File: src/rtl/eep_word_array.sv
module eep_word_array #(
    parameter int ADDR_W = 6,
    parameter int DATA_W = 16
) (
    input  logic              clk,
    input  logic              rst_n,
    input  logic              we,
    input  logic              fill,
    input  logic [ADDR_W-1:0] waddr,
    input  logic [DATA_W-1:0] wdata,
    input  logic [ADDR_W-1:0] raddr,
    output logic [DATA_W-1:0] rdata
);
    localparam int DEPTH = 1 << ADDR_W;

    logic [DATA_W-1:0] word_d [DEPTH];
    logic [DATA_W-1:0] word_q [DEPTH];

    for (genvar w = 0; w < DEPTH; w++) begin : g_word
        always_comb begin
            word_d[w] = word_q[w];
            if (fill || (we && waddr == ADDR_W'(w))) word_d[w] = wdata;
        end

        always_ff @(posedge clk or negedge rst_n) begin
            if (!rst_n) word_q[w] <= '1;
            else        word_q[w] <= word_d[w];
        end
    end

    assign rdata = word_q[raddr];
endmodule

File: config.mk
export PLATFORM = sky130hd
export DESIGN_NAME = eep_word_array
export DESIGN_NICKNAME = d
export VERILOG_FILES = /design/src/rtl/eep_word_array.sv
export SDC_FILE = /design/constraint.sdc
export NUM_CORES = 1
export LEC_CHECK = 0
export ABC_CLOCK_PERIOD_IN_PS = 8710
export BUFFER_PORTS_ARGS = -buffer_cell sky130_fd_sc_hd__buf_2
export CORE_ASPECT_RATIO = 1.4
export CORE_MARGIN = 5
export CORE_UTILIZATION = 65
export CTS_BUF_LIST = sky130_fd_sc_hd__clkbuf_4
export DETAILED_ROUTE_END_ITERATION = 6
export GPL_TIMING_DRIVEN = 0
export PLACE_DENSITY = 0.83
export SETUP_SLACK_MARGIN = 0.2
export SLEW_MARGIN = 5
export SYNTH_ARGS = -nofsm -noshare
export SYNTH_HDL_FRONTEND = slang
export SYNTH_SLANG_ARGS = --single-unit
export TNS_END_PERCENT = 10
File: constraint.sdc
create_clock -name clk -period 8.71 [get_ports clk]
set_clock_uncertainty 0.05 [all_clocks]
set_input_delay 1.742 -clock clk [delete_from_list [all_inputs] [get_ports clk]]
set_output_delay 1.742 -clock clk [all_outputs]
set_load 0.02 [all_outputs]
======== Word-level counts from Yosys, hierarchy flattened ========
Index checks and enable logic that the tools add are counted.
W data, S select, Z words.
cells by class
  mux-type cells .......................... 3
  eq/ne operators ......................... 63
  $lt $le $gt $ge ......................... 1
  reductions and logical operators ........ 129
  bitwise logic cells ..................... 1
operators by type and width
  kind                  count
  $eq A6 B6 Y1 const B  32
  $bmux W16 S6          1
  $eq A6 B5 Y1 const B  16
  $logic_and A1 B1 Y1   64
  $logic_or A1 B1 Y1    64
  $eq A6 B4 Y1 const B  8
  $mux W16              2
  $eq A6 B3 Y1 const B  4
  $eq A6 B2 Y1 const B  2
  $ge A7 B7 Y1 const B  1
  $not A6 Y7            1
  $eq A6 B1 Y1 const B  1
  $logic_not A6 Y1      1
storage, ports and cells
  register bits after elaboration ......... 1024
  logic and storage cells ................. 261
  output and inout port bits .............. 16
  input port bits ......................... 32

======== Logic depth before layout (Yosys ltp) ========
  word-level depth ........................ 4
  mapped depth ............................ 10
  depth with buffers taken out ............ 5

======== Worst setup path before layout ========
OpenSTA, ideal clock, no wires.
  path type ............................... in2out
  start point ............................. in raddr[0]
  end point ............................... out rdata[11]
  slack ................................... 3188 ps
  data arrival time ....................... 3730 ps
  path buffers ............................ 5
  data required time ...................... 6918 ps
  stages .................................. 8
  cell sequence ........................... buf_4 buf_4 buf_4 buf_4 nand3b_1 buf_2 o22ai_1 o41ai_1
on the way
  longest elaborated chain between the ends .. 4
RTL lines
  item                                         RTL line  text
  from (decl)                                  11        input logic [ADDR_W-1:0] raddr,
  $not A6 Y7 (implied by the code)             31        assign rdata = word_q[raddr];
  $bmux W16 S6                                 31
  $mux W16 (implied by the code) (2 in a row)  31
  to (decl)                                    12        output logic [DATA_W-1:0] rdata
Every way passes these cells. The select of a mux whose other input is x is not followed.

======== Final worst setup path ========
  start point ............................. in raddr[3]
  end point ............................... out rdata[9]
Same word-level chain as after synthesis.

==> summary.md <==
| Metric | Value |
|---|---|
| Largest family of logic cells by synthesized area | `multiplexers` |
| GR Util met1 | `0.3880` |
| Max_cap viols | `0` |
| Max Clock Freq | `roughly 130 MHz` |
| Most frequent CP cell | `clkbuf_1` |
| Clock Pin Slew Worst Setup and Hold Paths | `about 60 ps` |
| Post-synth EDFFs | `0` |
| Post-Layout Cell Count | `roughly 4,300` |
| Simple-gate share of the synthesized area | `0.009554` |
| Kind of start point of the critical path | `input port` |
| Post-synth ARST share | `1.000` |
| VDD IR max | `0.1419 mV` |
| Port bufs | `26` |
| CP Max Fanout | `10` |
| Core outline area | `approximately 73,000 sq um` |
| Placed insts | `3,917` |
| Slowest stage delay, CP | `950 ps` |
| Reg with most FFs | `word_q` |
| PwrDens | `215.7 nW/um^2` |
| Area growth, synth to finish | `9.476%` |
| Final min period | `about 7600 ps` |
| Longest Clk Path Bufs | `3` |
| CP top delay family | `buffers and inverters` |
| First-pass GRT wire length | `195,000 microns` |
| Worst Path Arrival | `5820 ps` |
| Root Driver | `clkbuf_4` |
| Gr usage total | `0.3301` |
| CTS Sinks | `slightly above 1,000` |
| # setup viols final | `0` |
| Initial core utilization | `0.6557` |
| Layer with the highest usage | `met2` |
| Synth unique cells | `27` |
| Worst-Margin Slew | `1373 ps` |
| TritonCTS buffer count | `approximately 230` |
| Met2 GRT Util | `0.5576` |
| Largest regs | `word_q (1024)` |
| Status | `finished with violations` |
| Post-synth top flop | `dfstp_2` |
| Top post-synthesis cells by area | `dfstp_2 (56%), mux2_2 (24%), mux4_2 (13%)` |
| Initial antenna violation count | `7` |
| TritonCTS clock tree | `done` |
| Kind of critical path | `input port to primary output` |
| Synth area leader | `dfstp_2` |
| Die H | `roughly 330 microns` |
| Crit path required time | `just under 7000 ps` |
| Final hold violation count | `0` |
| Vias in the first global route | `31,990` |
| Pre-CTS setup slack | `1389 ps` |
| Hold_buf cts | `0` |
| WL/cell | `between 20 and 30 microns` |
| NumNets Final | `around 3,200` |
| Synthesized area per cell | `between 15 and 20 sq um` |
| RSZ-0062 raised after global routing | `no` |
| Slowest CP cell | `clkbuf_1` |
| Row cnt | `~120` |
| Xor and xnor area share after synthesis | `0` |
| Die span in x | `~240 microns` |
| Final slew viol count | `0` |
| DRT iter0 DRCs | `2,198` |
| Post-cts resize count | `0` |
| Post-DRT Antenna Nets | `0` |
| Final period util | `0.8740` |
| I/O Pins | `48` |
| Final worst setup slack | `around 1100 ps` |
| Remaining DRCs | `11` |
| Synth Instances | `about 2,900` |
| Via density | `approximately 6.6` |
| Synth Register Bits | `about 1,000` |
| Synth top cells by count | `mux2_2 (1,027), dfstp_2 (1,024), mux4_2 (269)` |
| Synth Area in Adders | `0` |
| Largest net degree at the start of global routing | `135` |
| First-pass iteration count of the detailed router | `7` |
| Yosys top cell area share | `0.5629` |
| CP Cell Sequence | `buf_2 > clkbuf_1 > clkbuf_1 > clkbuf_1 > a211oi_1 > o21ai_0 > o41ai_1 > buf_2` |
| Post-DP HPWL | `roughly 95,000 microns` |
| Rel. slew slack | `0.08439` |
| Sequential element share of the synthesized area | `0.5629` |
| Type of the most critical hold path | `flip-flop to flip-flop` |
| Most frequent cell after synthesis | `mux2_2` |
| Critical path endpoint category | `primary output` |
| Htree depth | `4` |
| Gr ovfl total | `0` |
| Bufs and invs on worst path | `5` |
| Clock latency on the worst-skew pair | `1110 ps` |
| Final hold slack | `around 570 ps` |
| GR Layer Usage met3 | `0.07596` |
| Postcts setup bufs | `0` |
| Via count | `~29,000` |
| Synth warn | `0` |
| Drt total wl | `around 130,000 microns` |
| Leak | `19.87 nW` |
| Net count after synthesis | `around 3,000` |
| Placer Congestion | `between 0.9 and 1` |
| Max reg flops | `roughly 1,000` |
| Fraction of layout instances using a drive strength above 1 | `0.8387` |
| Mapped cell area | `roughly 48,000 sq um` |
| Fin Setup TNS | `0 ps` |
| Die Area | `~80,000 sq um` |
| Total power | `between 10 and 15 mW` |
| Multiplexer share of the synthesized area | `0.3787` |
| Synth Area in Compound Gates | `0.02324` |
| Violated checks | `DRC` |
==> placed cells by master, fill, tap and decap left out, types with 2 or more instances in the layout <==
cell and count:
a2111oi_0 3, a211oi_1 13, a21oi_1 88, a21oi_2 5
a32o_1 3, buf_1 26, buf_16 8, buf_2 126
buf_4 14, bufinv_16 5, clkbuf_1 137, clkbuf_4 334
clkinv_1 56, clkinv_2 2, clkinvlp_4 2, dfstp_2 1024
diode_2 11, inv_2 7, mux2_2 1027, mux2i_1 48
mux4_2 269, nand2_1 4, nand2b_1 14, nand3_1 4
nand3b_1 2, nor2_1 40, nor2b_1 14, nor3_1 9
o21ai_0 48, o22ai_1 19, o41ai_1 13
==> per-layer routing <==
| metal | vias to the layer above | share of wire |
|---|---|---|
| met5 | - | 0 |
| met2 | 1280 | 0.52 |
| li1 | 11670 | - |
| met1 | 15380 | 0.35 |
| met4 | 0 | 0.065 |
| met3 | 460 | 0.064 |
==> power breakdown <==
part / internal, mW / switching (mW) / leakage [nW] / total [mW]
combinational: 0.830 / 0.819 / 7.37 / 1.65
sequential: 5.61 / 0.261 / 10.8 / 5.87
clock: 1.90 / 1.87 / 1.74 / 3.77
==> path summary, 6_finish.rpt <==
| check | from | end | slack (ps) | cells after the start |
|---|---|---|---|---|
| setup / recovery | raddr[3] | rdata[9] | 1100 | 8 |
| hold / removal | word_q[242] | word_q[242] | 570 | 1 |
| setup reg to reg | word_q[116] | word_q[116] | 7870 | 1 |
| hold reg to reg | word_q[242] | word_q[242] | 570 | 1 |
| max in group asynchronous | rst_n | word_q[709] | 5240 | 5 |
| min in group asynchronous | rst_n | word_q[226] | 980 | 1 |
==> cell type report <==
cell class	count	area, sq um
multi-input combinational	1628	19680
sequential	1024	26910
fill	4530	20570
tap	952	1191
buffer	278	1222
timing repair buffer	35	371.6
clock inverter	73	420.4
clock buffer	334	2507
antenna	11	27.53
==> cell families after synthesis <==
family,count (synthesis)
multiplexers,1344
AO/OA/AOI/OAI,192
AND/OR/NAND/NOR,92
flip-flops,1024
buffers and inverters,278
==> stage by stage <==
stage | area (sq um) | utilization
6_report | 52330 | 0.7178
2_1_floorplan | 47800 | -
3_3_place_gp | 49120 | 0.6738
3_5_place_dp | 49370 | 0.6772
4_1_cts | 52300 | 0.7173
5_1_grt | 52330 | 0.7178
Power figures use the tool's default switching activity.
